File: src/rtl/cpwm_pkg.sv
package cpwm_pkg;

  typedef enum logic {
    SEL_DEAD   = 1'b0,
    SEL_PERIOD = 1'b1
  } cpwm_sel_e;

  typedef struct packed {
    logic        rising;
    logic [31:0] cnt;
  } step_t;

  // Triangle between 0 and top; reverses at either end.
  function automatic step_t phase_step(input logic [31:0] cnt,
                                       input logic        rising,
                                       input logic [31:0] top);
    step_t s;
    s.rising = rising;
    s.cnt    = cnt;
    if (top == 32'd0) begin
      s.rising = 1'b1;
      s.cnt    = 32'd0;
    end else if (rising) begin
      if (cnt >= top) begin
        s.rising = 1'b0;
        s.cnt    = cnt - 32'd1;
      end else begin
        s.cnt = cnt + 32'd1;
      end
    end else begin
      if (cnt == 32'd0) begin
        s.rising = 1'b1;
        s.cnt    = 32'd1;
      end else begin
        s.cnt = cnt - 32'd1;
      end
    end
    return s;
  endfunction

  // Carrier band: falls to floor_v, turns up there, turns down at top.
  function automatic step_t carrier_step(input logic [31:0] cnt,
                                         input logic        rising,
                                         input logic [31:0] floor_v,
                                         input logic [31:0] top);
    step_t s;
    s.rising = rising;
    s.cnt    = cnt;
    if (top <= floor_v) begin
      s.cnt = cnt;
    end else if (!rising) begin
      if (cnt <= floor_v) begin
        s.rising = 1'b1;
        s.cnt    = cnt + 32'd1;
      end else begin
        s.cnt = cnt - 32'd1;
      end
    end else begin
      if (cnt >= top) begin
        s.rising = 1'b0;
        s.cnt    = cnt - 32'd1;
      end else begin
        s.cnt = cnt + 32'd1;
      end
    end
    return s;
  endfunction

  function automatic logic is_above(input logic [31:0] cnt, input logic [31:0] cmp);
    return cnt > cmp;
  endfunction

  function automatic logic is_below_gap(input logic [31:0] cnt, input logic [31:0] dt,
                                        input logic [31:0] cmp);
    return (cnt + dt) < cmp;
  endfunction

endpackage

File: src/rtl/cpwm_regs.sv
module cpwm_regs #(
  parameter int W = 16
) (
  input  logic           clk,
  input  logic           por_n,
  input  logic           standby,
  input  logic           wr_en,
  input  logic           wr_sel,
  input  logic [W/8-1:0] wr_be,
  input  logic [W-1:0]   wr_data,
  output logic [W-1:0]   dt_o,
  output logic [W-1:0]   per_o,
  output logic           acc_err_o
);
  import cpwm_pkg::*;

  localparam int              BE_W    = W / 8;
  localparam logic [BE_W-1:0] BE_FULL = '1;

  logic full_wr;
  logic part_wr;
  assign full_wr = wr_en && (wr_be == BE_FULL);
  assign part_wr = wr_en && (wr_be != BE_FULL);

  always_ff @(posedge clk or negedge por_n) begin
    if (!por_n) begin
      dt_o      <= '1;
      per_o     <= '1;
      acc_err_o <= 1'b0;
    end else if (standby) begin
      dt_o      <= '1;
      per_o     <= '1;
      acc_err_o <= 1'b0;
    end else begin
      if (full_wr && (wr_sel == SEL_DEAD))   dt_o  <= wr_data;
      if (full_wr && (wr_sel == SEL_PERIOD)) per_o <= wr_data;
      acc_err_o <= part_wr;
    end
  end

  a_r1_standby_init: assert property (@(posedge clk) disable iff (!por_n)
    standby |=> (dt_o == '1 && per_o == '1 && !acc_err_o));

  a_r3_partial_ignored: assert property (@(posedge clk) disable iff (!por_n)
    (part_wr && !standby) |=> ($stable(dt_o) && $stable(per_o)));

  a_r4_err_raised: assert property (@(posedge clk) disable iff (!por_n)
    (part_wr && !standby) |=> acc_err_o);

  a_r4_err_quiet: assert property (@(posedge clk) disable iff (!por_n)
    !wr_en |=> !acc_err_o);

endmodule

File: src/rtl/cpwm_updown.sv
module cpwm_updown #(
  parameter int CW = 17
) (
  input  logic          clk,
  input  logic          por_n,
  input  logic          clr,
  input  logic          load,
  input  logic          step_en,
  input  logic [CW-1:0] load_val,
  input  logic [CW-1:0] top,
  output logic [CW-1:0] cnt_o
);
  import cpwm_pkg::*;

  logic  rising;
  step_t nxt;

  always_comb nxt = phase_step(32'(cnt_o), rising, 32'(top));

  always_ff @(posedge clk or negedge por_n) begin
    if (!por_n) begin
      cnt_o  <= '0;
      rising <= 1'b1;
    end else if (clr) begin
      cnt_o  <= '0;
      rising <= 1'b1;
    end else if (load) begin
      cnt_o  <= load_val;
      rising <= 1'b1;
    end else if (step_en) begin
      cnt_o  <= CW'(nxt.cnt);
      rising <= nxt.rising;
    end
  end

  // never leaves 0..top while stepping (registers stable while running)
  a_r6_in_range: assert property (@(posedge clk) disable iff (!por_n)
    (step_en && !clr && !load && cnt_o <= top) |=> (cnt_o <= top));

  a_r9_hold: assert property (@(posedge clk) disable iff (!por_n)
    (!step_en && !clr && !load) |=> $stable(cnt_o));

endmodule

File: src/rtl/cpwm_carrier.sv
module cpwm_carrier #(
  parameter int CW = 17
) (
  input  logic          clk,
  input  logic          por_n,
  input  logic          clr,
  input  logic          load,
  input  logic          step_en,
  input  logic [CW-1:0] floor_v,
  input  logic [CW-1:0] top,
  output logic [CW-1:0] cnt_o,
  output logic          rising_o
);
  import cpwm_pkg::*;

  step_t nxt;
  logic  hit_floor;

  always_comb nxt = carrier_step(32'(cnt_o), rising_o, 32'(floor_v), 32'(top));
  assign hit_floor = !rising_o && (cnt_o == floor_v) && (top != floor_v);

  always_ff @(posedge clk or negedge por_n) begin
    if (!por_n) begin
      cnt_o    <= '0;
      rising_o <= 1'b0;
    end else if (clr) begin
      cnt_o    <= '0;
      rising_o <= 1'b0;
    end else if (load) begin
      cnt_o    <= top;
      rising_o <= 1'b0;
    end else if (step_en) begin
      cnt_o    <= CW'(nxt.cnt);
      rising_o <= nxt.rising;
    end
  end

  a_r7_turn_up: assert property (@(posedge clk) disable iff (!por_n)
    (step_en && !clr && !load && hit_floor) |=> (rising_o && cnt_o == $past(floor_v) + 1'b1));

  a_r7_in_band: assert property (@(posedge clk) disable iff (!por_n)
    (step_en && !clr && !load && cnt_o >= floor_v && cnt_o <= top)
      |=> (cnt_o >= floor_v && cnt_o <= top));

endmodule

File: src/rtl/cpwm_out_pair.sv
module cpwm_out_pair #(
  parameter int W  = 16,
  parameter int CW = 17
) (
  input  logic          active,
  input  logic [CW-1:0] cnt,
  input  logic [W-1:0]  cmp,
  input  logic [W-1:0]  dt,
  output logic          out_p,
  output logic          out_n
);
  import cpwm_pkg::*;

  always_comb begin
    out_p = active && is_above(32'(cnt), 32'(cmp));
    out_n = active && is_below_gap(32'(cnt), 32'(dt), 32'(cmp));
    a_r8_exclusive: assert (!(out_p && out_n))
      else $error("pair outputs both high");
  end

endmodule

File: src/rtl/cpwm_deadtime_unit.sv
module cpwm_deadtime_unit #(
  parameter int W = 16
) (
  input  logic           clk,
  input  logic           por_n,
  input  logic           man_rst_n,
  input  logic           standby,
  input  logic           wr_en,
  input  logic           wr_sel,
  input  logic [W/8-1:0] wr_be,
  input  logic [W-1:0]   wr_data,
  output logic           acc_err,
  input  logic           rd_sel,
  output logic [W-1:0]   rd_data,
  input  logic           mode_en,
  input  logic           restart,
  input  logic [W-1:0]   cmp_val,
  output logic [W:0]     phase_a_cnt,
  output logic [W:0]     phase_b_cnt,
  output logic [W:0]     carrier_cnt,
  output logic           carrier_rising,
  output logic           pwm_a_p,
  output logic           pwm_a_n,
  output logic           pwm_b_p,
  output logic           pwm_b_n
);
  import cpwm_pkg::*;

  localparam int CW     = W + 1;
  localparam int PHASES = 2;

  logic [W-1:0]  dt_q;
  logic [W-1:0]  per_q;
  logic [CW-1:0] dt_ext;
  logic [CW-1:0] per_ext;
  logic [CW-1:0] top_val;
  logic          running;
  logic          clr_evt;
  logic          restart_take;
  logic          step_en;
  logic          out_active;
  logic [CW-1:0] ph_cnt [PHASES];
  logic          ph_p   [PHASES];
  logic          ph_n   [PHASES];

  assign dt_ext       = {1'b0, dt_q};
  assign per_ext      = {1'b0, per_q};
  assign top_val      = dt_ext + per_ext;
  assign clr_evt      = !man_rst_n || standby;
  assign restart_take = mode_en && restart && !clr_evt;
  assign step_en      = running && mode_en;
  assign out_active   = running && mode_en;

  cpwm_regs #(.W(W)) u_regs (
    .clk       (clk),
    .por_n     (por_n),
    .standby   (standby),
    .wr_en     (wr_en),
    .wr_sel    (wr_sel),
    .wr_be     (wr_be),
    .wr_data   (wr_data),
    .dt_o      (dt_q),
    .per_o     (per_q),
    .acc_err_o (acc_err)
  );

  always_ff @(posedge clk or negedge por_n) begin
    if (!por_n)            running <= 1'b0;
    else if (clr_evt)      running <= 1'b0;
    else if (restart_take) running <= 1'b1;
  end

  for (genvar i = 0; i < PHASES; i++) begin : g_ph
    logic [CW-1:0] ld_v;
    if (i == 0) begin : g_lead
      assign ld_v = dt_ext;
    end else begin : g_lag
      assign ld_v = '0;
    end

    cpwm_updown #(.CW(CW)) u_ctr (
      .clk      (clk),
      .por_n    (por_n),
      .clr      (clr_evt),
      .load     (restart_take),
      .step_en  (step_en),
      .load_val (ld_v),
      .top      (top_val),
      .cnt_o    (ph_cnt[i])
    );

    cpwm_out_pair #(.W(W), .CW(CW)) u_pair (
      .active (out_active),
      .cnt    (ph_cnt[i]),
      .cmp    (cmp_val),
      .dt     (dt_q),
      .out_p  (ph_p[i]),
      .out_n  (ph_n[i])
    );
  end

  cpwm_carrier #(.CW(CW)) u_carrier (
    .clk      (clk),
    .por_n    (por_n),
    .clr      (clr_evt),
    .load     (restart_take),
    .step_en  (step_en),
    .floor_v  (per_ext),
    .top      (top_val),
    .cnt_o    (carrier_cnt),
    .rising_o (carrier_rising)
  );

  assign phase_a_cnt = ph_cnt[0];
  assign phase_b_cnt = ph_cnt[1];
  assign pwm_a_p     = ph_p[0];
  assign pwm_a_n     = ph_n[0];
  assign pwm_b_p     = ph_p[1];
  assign pwm_b_n     = ph_n[1];
  assign rd_data     = (rd_sel == SEL_PERIOD) ? per_q : dt_q;

  a_r5_offset_load: assert property (@(posedge clk) disable iff (!por_n)
    restart_take |=> (phase_a_cnt == $past(dt_ext) && phase_b_cnt == '0
                      && carrier_cnt == $past(top_val) && !carrier_rising));

  a_r2_regs_kept: assert property (@(posedge clk) disable iff (!por_n)
    (!man_rst_n && !wr_en && !standby) |=> ($stable(dt_q) && $stable(per_q)));

  a_r2_stopped: assert property (@(posedge clk) disable iff (!por_n)
    !man_rst_n |=> (!running && phase_a_cnt == '0 && carrier_cnt == '0));

  a_r9_outputs_idle: assert property (@(posedge clk) disable iff (!por_n)
    !mode_en |-> !(pwm_a_p || pwm_a_n || pwm_b_p || pwm_b_n));

endmodule

File: config.mk
export PLATFORM = sky130hd
export DESIGN_NAME = cpwm_deadtime_unit
export DESIGN_NICKNAME = d
export VERILOG_FILES = /design/src/rtl/cpwm_pkg.sv /design/src/rtl/cpwm_regs.sv /design/src/rtl/cpwm_updown.sv /design/src/rtl/cpwm_carrier.sv /design/src/rtl/cpwm_out_pair.sv /design/src/rtl/cpwm_deadtime_unit.sv
export SDC_FILE = /design/constraint.sdc
export NUM_CORES = 1
export LEC_CHECK = 0
export ABC_AREA = 1
export BUFFER_PORTS_ARGS = -buffer_cell sky130_fd_sc_hd__buf_4
export CORE_UTILIZATION = 50
export DETAILED_ROUTE_END_ITERATION = 8
export PLACE_DENSITY = 0.75
export SYNTH_ARGS = -nofsm -noshare
export SYNTH_HDL_FRONTEND = slang
export SYNTH_SLANG_ARGS = --single-unit
File: constraint.sdc
create_clock -name clk -period 5 [get_ports clk]
set_input_delay 0.5 -clock clk [delete_from_list [all_inputs] [get_ports clk]]
set_output_delay 0.5 -clock clk [all_outputs]
set_load 0.03 [all_outputs]
==> results of run 1 <==
==> layout make-up <==
cell class	count	area [um2]	share of cell area, %
multi-input combinational	1521	9180	65.0
sequential	88	2250	15.9
timing repair buffer	145	1090	7.71
inverter	233	877	6.22
tap	324	405	2.87
clock buffer	11	253	1.79
clock inverter	5	63.8	0.452
==> final timing paths <==
check / startpoint / to / slack (ps) / depth (start not counted)
max: u_regs.dt_o[4]$_DFFE_PN1P_ / pwm_a_n / 410 / 18
min: por_n / g_ph[1].u_ctr.cnt_o[5]$_DFFE_PN0P_ / 250 / 1
max reg2reg: u_regs.per_o[0]$_DFFE_PN1P_ / u_carrier.cnt_o[12]$_DFFE_PN0P_ / 630 / 29
min reg2reg: running$_DFFE_PN0N_ / running$_DFFE_PN0N_ / 510 / 2
max in group asynchronous: por_n / u_regs.dt_o[10]$_DFFE_PN1P_ / 3770 / 2
min in group clk: wr_be[1] / u_regs.acc_err_o$_DFF_PN0_ / 310 / 2
==> synth_stat cells (5+ instances only) <==
master,count,area [um2]
inv_2,11,41.3
xnor2_1,24,210
nand2_2,9,56.3
nand3b_1,9,67.6
nor3_1,26,130
inv_1,220,826
nand4_1,52,325
a21oi_1,115,576
o21a_1,6,45.0
o21ai_0,83,415
a211oi_1,6,45.0
buf_6,5,56.3
o21bai_1,5,37.5
dfrtp_1,54,1350
nor4_1,10,62.6
nand2_1,521,1960
nand3_2,7,70.1
dfstp_2,34,893
clkbuf_1,40,150
nand3_1,108,541
xor2_1,92,806
ha_1,191,2390
buf_2,7,35.0
o211ai_1,10,75.1
nor2_1,156,586
o21ai_1,20,100
or2_2,14,87.6
==> critical path, stage by stage, from the launching register on <==
cell	delay, ps
dfstp_2	630
ha_1	330
a21oi_1	170
o21ai_0	110
a21oi_2	200
o21ai_1	150
a21oi_1	150
inv_1	50
a21oi_1	220
o21ai_1	140
a31oi_1	190
xnor2_1	150
ha_1	260
a21oi_1	140
nor2_1	50
a2111oi_0	360
nand2_1	110
a21oi_1	130
buf_4	170
==> power groups by stage <==
| stage | Sequential [mW] | Clock (mW) | Combinational [mW] |
|---|---|---|---|
| 6_report | 0.888 | 0.758 | 1.78 |
| 5_1_grt | 0.895 | 0.781 | 1.98 |
| 4_1_cts | 0.886 | 0.757 | 1.75 |
| 3_5_place_dp | 0.898 | 0 | 1.74 |
| 3_3_place_gp | 0.896 | 0 | 1.70 |
| 2_1_floorplan | 0.882 | 0 | 1.21 |
==> stage by stage <==
stage / total power [mW] / worst slack [ps] / util (%) / cells
2_1_floorplan: 2.10 / 821 / - / 1901
3_3_place_gp: 2.60 / 577 / 56.4 / 2311
3_5_place_dp: 2.64 / 556 / 56.4 / 2311
4_1_cts: 3.40 / 150 / 57.7 / 2327
5_1_grt: 3.66 / 46.6 / 57.7 / 2327
6_report: 3.43 / 412 / 57.7 / 2327
==> repair_timing <==
item	4_1_cts	5_1_grt
endpoints found under the setup margin	0	1
hold endpoints to repair	0	0
resized for setup	0	5
==> cells by family after synthesis <==
family / after synthesis / synth area share (%)
AND/OR/NAND/NOR: 930 / 32.4
buffers and inverters: 292 / 9.23
AO/OA/AOI/OAI: 280 / 12.9
flip-flops: 88 / 17.9
multiplexers: 1 / 0.0896
adder cells (fa/ha/maj): 194 / 19.5
XOR/XNOR: 116 / 8.08
==> state kept, by name, summed over array words and instances (netlist names) <==
signal and cells:
g_ph.u_ctr.cnt_o 34, u_regs.per_o 16, u_regs.dt_o 16, g_ph.u_ctr.rising 2
u_regs.acc_err_o 1, u_carrier.rising_o 1, u_carrier.cnt_o 17, running 1
==> routing by layer <==
metal,vias to the layer above,global-route usage [%]
li1,6461,-
met1,6045,43.8
met2,551,50.6
met3,90,4.29
met4,0,16.3
met5,-,0
==> impl_metrics.csv, run 1 <==
group,metric,value,unit
outcome,outcome,"finished, final reports clean",
grt,pin_count_of_the_biggest_net_entering_global_routing,64,
clock_network,tritoncts_buffer_count,9,
grt,gr-usage-all-layers,32.4,%
clock_network,clock_tree.root_cell,"clkbuf_16",
min_path,min-delay-path-class,"in -> async",
timing,worst_slew_pin_slew,1180,ps
final_layout,postLayoutCellArea,14100,um2
route,avgRoutedWirePerCell,17.9,um
synthesis,async_reset_ff_share,100,%
timing,min_period,4590,ps
placed_design,hpwl,32900,um
power,total_leakage_power,7.98,nW
power,switching_share,46.8,%
route,dr_wl_met3,3280,um
route,avgViaCountPerCell,5.65,
placed_design,gpl.final_weighted_congestion,0.953,
floorplanning,initial_cell_density_of_the_core,51.4,%
synthesis,synth-seq-area-share,17.9,%
run,maxCapViolations,0,
clock_network,cts.sink_count,88,
route,top_layer_used,"met4",
route,num_vias,13100,
grt,grt.overflow.total,0,
timing,timing.slew.headroom,21.2,%
grt,grt_pass1_vias,12200,
clock_network,post-cts-setup-buffer-count,0,
power,internal_power,1.82,mW
final_layout,final_cell_mix,"nand2_1 (521), inv_1 (220), ha_1 (191), nor2_1 (155), buf_4 (145)",
floorplanning,fp.coreArea,24500,um2
timing,rsz0062_at_grt,"false",
timing,fmax,218,MHz
synthesis,post_synth_instance_area,12600,um2
setup_path,critPathRequiredTime,4500,ps
synthesis,ys_ff_latch,88,
timing,hold_violations,0,
timing,finalClockSkew,12.4,ps
clock_network,tritoncts_clock_tree,"done",
floorplanning,rows,57,
synthesis,count_of_flip_flops_with_a_built_in_enable_after_synthesis,0,
placed_design,detailed_place.area,13800,um2
floorplanning,die_area,25800,um2
route,dr.first_iter.drc_count,1077,
floorplanning,floorplan.die.width,161,um
setup_path,critical_path_peak_fanout,5,
route,detail_route.wirelength.met1,18300,um
synthesis,yosys_warnings,0,
clock_network,insertion_delay,370,ps
setup_path,critical_path.endpoint_type,"output pin",
final_layout,number_of_fill_cells,2369,
synthesis,netlist_instances,1901,
timing,timing.final.max_slew_violations,0,
route,routed_wirelength,41600,um
power,vdd.ir_drop.worst,0.182,mV
power,p_clk_share,22.1,%
synthesis,synth.lib_cells_used.distinct,58,
route,route.met2.wl,18200,um
clock_network,cts-hold-fix-buffers,0,
timing,fin_crit_sh,91.8,%
timing,setup_viol_count_final,0,
synthesis,synth_top_flop_cell,"dfrtp_1",
route,drtPass1Iterations,6,
route,residual_drc_count,0,
power,pwr-share-comb,52.0,%
synthesis,syn_area_per_cell,6.61,um2
synthesis,syn-num-nets,2138,
final_layout,drive_gt1_share,13.7,%
grt,antenna_found_initial,0,
floorplanning,die_h,161,um
timing,timing.setup.tns,0,ps
clock_network,cts.htree.levels,3,
timing,timing.hold.ws,255,ps
final_layout,mostFrequentLayoutCell,"nand2_1",
setup_path,worst-setup-path-type,"reg -> out",
clock_network,clock_tree.buffer_depth,2,
clock_network,cts.clk_slew.worst_paths,80,ps
final_layout,design.final.nets,2235,
final_layout,areaGrowthSynthToFinish,12.3,%
power,power_switching,1.61,mW
setup_path,critical_path_launch_point_type,"register",
grt,grt_pass1_wl,65400,um
placed_design,io_buffers,115,
final_layout,antenna_cells_inserted,0,
power,power_frac_seq,25.9,%
floorplanning,num_io_pins,116,
setup_path,worstPathArrival,4090,ps
power,power.density,243,nW/um2
route,ant_nets,0,
Power figures use the tool's default switching activity.
==> inputs of run 2 (changes only) <==
--- a/config.mk
+++ b/config.mk
@@ -8,7 +8,7 @@
 export ABC_AREA = 1
 export BUFFER_PORTS_ARGS = -buffer_cell sky130_fd_sc_hd__buf_4
-export CORE_UTILIZATION = 50
+export CORE_UTILIZATION = 62
 export DETAILED_ROUTE_END_ITERATION = 8
-export PLACE_DENSITY = 0.75
+export PLACE_DENSITY = 0.89
 export SYNTH_ARGS = -nofsm -noshare
 export SYNTH_HDL_FRONTEND = slang
==> constraint.sdc (replaced) <==
create_clock -name clk -period 4.9 [get_ports clk]
set_input_delay 0.49 -clock clk [delete_from_list [all_inputs] [get_ports clk]]
set_output_delay 0.49 -clock clk [all_outputs]
set_load 0.01 [all_outputs]
==> run 2 against run 1 <==
Routed wire length down 2.4%. Core utilization up 14 points. Critical path depth stayed put. Combinational power barely moved. Worst hold slack worse by 35 ps. Power up 1.4%. Via count grew 4.0%. First-iteration DRC count grew 26%. Sequential power increased by 2%. Largest cell class unchanged. Highest routed layer unchanged.
==> impl_metrics.csv, run 2 (synthesized netlist as in run 1, its figures left out) <==
group,metric,value,unit
setup_path,critical_path.endpoint_type,"output pin",
clock_network,cts.sink_count,88,
setup_path,timing.critical_path.slowest_stage_cell,"dfrtp_1",
power,switching_share,46.7,%
timing,fmax,219,MHz
route,residual_drc_count,0,
route,drtPass1Iterations,6,
setup_path,timing.rr.end,"u_carrier.cnt_o[2]$_DFFE_PN0P_",
run,maxCapViolations,0,
timing,layout_setup_ws,329,ps
route,ant_nets,0,
route,routed_wirelength,40600,um
setup_path,worstPathArrival,4080,ps
placed_design,hpwl,30900,um
route,avgViaCountPerCell,6.04,
grt,grt_pass1_wl,64300,um
final_layout,top_register,"g_ph.u_ctr.cnt_o",
route,num_vias,13700,
final_layout,postLayoutCellArea,14000,um2
final_layout,final-instance-count-excl-fill,2263,
timing,worst_slew_pin_slew,1190,ps
final_layout,areaGrowthSynthToFinish,11.5,%
placed_design,io_buffers,115,
power,power_frac_seq,26.0,%
grt,gr-usage-all-layers,39.7,%
floorplanning,fp.coreArea,19700,um2
final_layout,design.final.nets,2230,
setup_path,worst_r2r_startpoint,"u_regs.per_o[0]$_DFFE_PN1P_",
timing,timing.final.max_slew_violations,0,
grt,grt_pass1_vias,12800,
route,avgRoutedWirePerCell,17.9,um
power,pwr-share-comb,51.8,%
floorplanning,die_h,144,um
min_path,min-delay-path-class,"in -> async",
placed_design,preCtsSetupSlack,469,ps
clock_network,clock_tree.buffer_depth,2,
setup_path,critical_path_peak_fanout,10,
setup_path,worst-setup-path-type,"reg -> out",
floorplanning,initial_cell_density_of_the_core,63.9,%
floorplanning,floorplan.die.width,144,um
clock_network,cts.htree.levels,3,
setup_path,path_cells,"ha_1 -> nand2_1 -> o21ai_0 -> a21oi_2 -> o21ai_1 -> a21oi_1 -> inv_1 -> a21oi_2 -> o21ai_1 -> a31oi_1 -> xnor2_1 -> ha_1 -> a21oi_1 -> nor2_1 -> a2111oi_2 -> nand2_1 -> a21oi_1 -> buf_4",
clock_network,cts.clk_slew.worst_paths,80,ps
setup_path,critical_path_launch_point_type,"register",
timing,hold_violations,0,
final_layout,largest_register_ffs,34,
timing,setup_viol_count_final,0,
grt,pin_count_of_the_biggest_net_entering_global_routing,54,
clock_network,insertion_delay,370,ps
final_layout,finalCoreUtilization,71.3,%
final_layout,reg_top3,"g_ph.u_ctr.cnt_o: 34 flops, u_carrier.cnt_o: 17 flops",
clock_network,tritoncts_buffer_count,9,
placed_design,place.detailed.instances,2247,
floorplanning,num_io_pins,116,
power,internal_power,1.85,mW
grt,antenna_found_initial,0,
timing,rsz0062_at_grt,"false",
grt,grt.overflow.total,0,
power,p_clk_share,22.3,%
final_layout,final_cell_mix,"nand2_1 (521), inv_1 (220), ha_1 (191), nor2_1 (155), buf_4 (140)",
setup_path,r2r_slack,350,ps
clock_network,cts-hold-fix-buffers,0,
placed_design,detailed_place.area,13700,um2
power,finalPower,3.48,mW
clock_network,tritoncts_clock_tree,"done",
final_layout,mostFrequentLayoutCell,"nand2_1",
route,dr.first_iter.drc_count,1360,
power,power.density,248,nW/um2
clock_network,clock_tree.root_cell,"clkbuf_16",
setup_path,max_stage_delay,550,ps
power,power_switching,1.63,mW
timing,finalClockSkew,11.4,ps
timing,timing.hold.ws,219,ps
setup_path,cell_seen_most_often_among_critical_path_stages,"a21oi_1",
outcome,outcome,"finished, final reports clean",
timing,timing.setup.tns,0,ps
timing,min_period,4570,ps
timing,fin_crit_sh,93.3,%
power,vdd.ir_drop.worst,0.178,mV
placed_design,gpl.final_weighted_congestion,0.998,
floorplanning,die_area,20800,um2
final_layout,antenna_cells_inserted,0,
final_layout,number_of_fill_cells,1632,
floorplanning,rows,51,
power,total_leakage_power,7.97,nW
setup_path,critPathRequiredTime,4410,ps
final_layout,drive_gt1_share,13.5,%
timing,timing.slew.headroom,20.5,%
setup_path,count_of_cells_along_the_worst_register_to_register_path,29,
-- run 2: how the worst max path moves through the flow --
stage	startpoint	to	slack, ps	cells after the start
after detailed placement	g_ph[0].u_ctr.cnt_o[2]$_DFFE_PN0P_	pwm_a_n	470	18
final	g_ph[0].u_ctr.cnt_o[3]$_DFFE_PN0P_	pwm_a_n	330	18
after floorplan	g_ph[0].u_ctr.cnt_o[2]$_DFFE_PN0P_	pwm_a_n	1140	17
after global placement	g_ph[0].u_ctr.cnt_o[2]$_DFFE_PN0P_	pwm_a_n	610	18
after global routing	g_ph[0].u_ctr.cnt_o[0]$_DFFE_PN0P_	pwm_a_n	20	22
after CTS	g_ph[0].u_ctr.cnt_o[2]$_DFFE_PN0P_	pwm_a_n	50	18
-- run 2: per-layer routing --
metal | global-route usage (%) | part of all wire [%]
met1 | 51.8 | 40
met4 | 21.2 | 4.9
met2 | 62.4 | 44
met5 | 0 | 0
met3 | 6.69 | 11
-- run 2: power by group through the flow --
stage               clock, mW  combinational (mW)  sequential, mW
CTS                     0.773                1.73           0.899
floorplan                   0                1.22           0.870
global route            0.793                1.99           0.908
global placement            0                1.65           0.909
detailed placement          0                1.71           0.912
finish                  0.774                1.80           0.904
-- run 2: timing repair --
item | 4_1_cts | 5_1_grt
gates resized for setup | 0 | 8
setup buffers | 0 | 0
endpoints found under the setup margin | 0 | 5
-- run 2: final cells by class --
class	instances	area (um2)	area share (%)
clock buffer	11	275	1.96
clock inverter	5	46.3	0.330
inverter	233	877	6.26
multi-input combinational	1521	9190	65.6
sequential	88	2250	16.0
tap	265	332	2.37
timing repair buffer	140	1050	7.50
-- run 2: critical path: cells and delay by family (launching register included) --
kind,cells,cell delay [ps]
flops,1,550
fa+ha+maj,2,720
xor+xnor,1,220
buf+inv,2,220
simple gates,3,260
compound gates,10,1730
==> inputs of run 3 (changes only) <==
Settings changed: CELL_PAD_IN_SITES_DETAIL_PLACEMENT set to 1, CELL_PAD_IN_SITES_GLOBAL_PLACEMENT set to 2, CORE_UTILIZATION 62 to 34, PLACE_DENSITY 0.89 to 0.88.
==> run 3 against run 2 <==
Clock power shrank 4.9%. Non-clock buffer count grew 26. Final area grew 2.9%. Clock skew shrank 2.0 ps. Routed wire length grew 25%.
==> impl_metrics.csv, run 3 (synthesized netlist as in run 1, its figures left out) <==
group,metric,value,unit
final_layout,mostFrequentLayoutCell,"nand2_1",
grt,grt_pass1_vias,13900,
setup_path,worstPathArrival,4110,ps
timing,min_period,4600,ps
setup_path,worst-setup-path-type,"reg -> out",
timing,layout_setup_ws,303,ps
clock_network,insertion_delay,370,ps
placed_design,gpl.final_weighted_congestion,0.901,
final_layout,antenna_cells_inserted,0,
min_path,min-delay-path-class,"in -> async",
timing,rsz0062_at_grt,"false",
timing,setup_viol_count_final,0,
timing,timing.slew.headroom,18.9,%
timing,timing.final.max_slew_violations,0,
grt,grt_pass1_wl,79500,um
final_layout,number_of_fill_cells,4772,
route,avgViaCountPerCell,5.40,
setup_path,worst_r2r_startpoint,"u_regs.dt_o[2]$_DFFE_PN1P_",
final_layout,reg_top3,"g_ph.u_ctr.cnt_o: 34 flops, u_carrier.cnt_o: 17 flops",
floorplanning,initial_cell_density_of_the_core,34.4,%
route,num_vias,13400,
route,dr.first_iter.drc_count,729,
outcome,outcome,"finished, final reports clean",
power,finalPower,3.51,mW
clock_network,cts.clk_slew.worst_paths,80,ps
final_layout,largest_register_ffs,34,
clock_network,cts.htree.levels,3,
clock_network,clock_tree.root_cell,"clkbuf_16",
placed_design,detailed_place.area,14100,um2
final_layout,final-instance-count-excl-fill,2492,
floorplanning,die_area,37700,um2
timing,fmax,218,MHz
clock_network,tritoncts_clock_tree,"done",
setup_path,critical_path.endpoint_type,"output pin",
route,drtPass1Iterations,5,
grt,antenna_found_initial,0,
power,power.density,243,nW/um2
timing,worst_slew_pin_slew,1220,ps
final_layout,areaGrowthSynthToFinish,14.8,%
timing,fin_crit_sh,93.8,%
setup_path,critical_path_launch_point_type,"register",
floorplanning,fp.coreArea,36500,um2
timing,timing.setup.tns,0,ps
grt,grt.overflow.total,0,
placed_design,hpwl,41100,um
timing,finalClockSkew,9.32,ps
grt,gr-usage-all-layers,27.0,%
clock_network,clock_tree.buffer_depth,2,
floorplanning,floorplan.die.width,194,um
final_layout,finalCoreUtilization,39.5,%
placed_design,preCtsSetupSlack,486,ps
power,total_leakage_power,8.08,nW
clock_network,cts.sink_count,88,
final_layout,final_cell_mix,"nand2_1 (521), inv_1 (220), ha_1 (191), buf_4 (166), nor2_1 (154)",
setup_path,crit_path_start,"u_regs.dt_o[4]$_DFFE_PN1P_",
floorplanning,num_io_pins,116,
floorplanning,rows,70,
route,ant_nets,0,
route,residual_drc_count,0,
clock_network,tritoncts_buffer_count,9,
grt,pin_count_of_the_biggest_net_entering_global_routing,62,
timing,timing.hold.ws,259,ps
final_layout,postLayoutCellArea,14400,um2
floorplanning,die_h,194,um
setup_path,r2r_slack,500,ps
setup_path,timing.rr.end,"u_carrier.cnt_o[15]$_DFFE_PN0P_",
clock_network,cts-hold-fix-buffers,0,
setup_path,count_of_cells_along_the_worst_register_to_register_path,30,
power,vdd.ir_drop.worst,0.183,mV
placed_design,io_buffers,115,
run,maxCapViolations,0,
final_layout,top_register,"g_ph.u_ctr.cnt_o",
placed_design,place.detailed.instances,2476,
route,routed_wirelength,50800,um
timing,hold_violations,0,
setup_path,critical_path_peak_fanout,5,
final_layout,design.final.nets,2256,
setup_path,critPathRequiredTime,4410,ps
route,avgRoutedWirePerCell,20.4,um
final_layout,drive_gt1_share,14.6,%
## run 3: changes by cell type in the layout (fill, tap and decap cells not counted), sizes merged
cell      change
buf          +26
clkbuf        -1
clkinv        +1
clkinvlp      +1
inv           -1
## run 3: final cells by class
cell class / instances / area [um2] / area share [%]
flip-flops and latches: 88 / 2240 / 15.6
multi-input cells: 1521 / 9190 / 63.7
inverters: 233 / 877 / 6.08
clock inverters: 6 / 48.8 / 0.338
well taps: 468 / 586 / 4.06
repair buffers: 166 / 1250 / 8.64
clock buffers: 10 / 239 / 1.66
## run 3: worst max-delay path by stage
stage	end	slack, ps	depth (start not counted)
after global routing	u_carrier.cnt_o[15]$_DFFE_PN0P_	20	30
after floorplan	pwm_a_n	1140	17
after CTS	pwm_a_n	70	19
final	pwm_b_n	300	19
after global placement	u_carrier.rising_o$_DFFE_PN0P_	580	27
after detailed placement	pwm_a_n	490	19
## run 3: per-layer routing
layer	part of all wire, %	GRT usage (%)	vias to the layer above
li1	-	-	6517
met1	45	35.0	6572
met2	48	47.0	294
met3	3.8	2.78	62
met4	2.3	8.11	0
met5	0	0	-
## run 3: worst max-delay path, cell delays in order, from the launching register on
cell      delay [ps]
dfstp_2          650
ha_1             230
nand2_1           90
inv_1             90
nand4_1          120
nand3_1          170
nand3_1          150
o21ai_1          240
nand2_1           80
nand2_1          120
a21boi_0         160
o21ai_0          310
xnor2_1          160
inv_1             70
ha_1             300
a21oi_1          170
o21a_1           140
o211ai_1          80
a211oi_1         250
buf_4            180
## run 3: report_power, final
| group | leakage [nW] | switching (mW) | internal (mW) | total, mW |
|---|---|---|---|---|
| logic | 6.83 | 1.22 | 0.655 | 1.87 |
| clock network | 0.142 | 0.370 | 0.366 | 0.736 |
| registers | 1.11 | 0.104 | 0.794 | 0.897 |
| total | 8.08 | 1.69 | 1.82 | 3.51 |
## run 3: what timing repair did
item / in CTS / in global routing
endpoints found under the setup margin: 0 / 2
hold endpoints to repair: 0 / 0
resized for setup: 0 / 5
setup buffers: 0 / 0
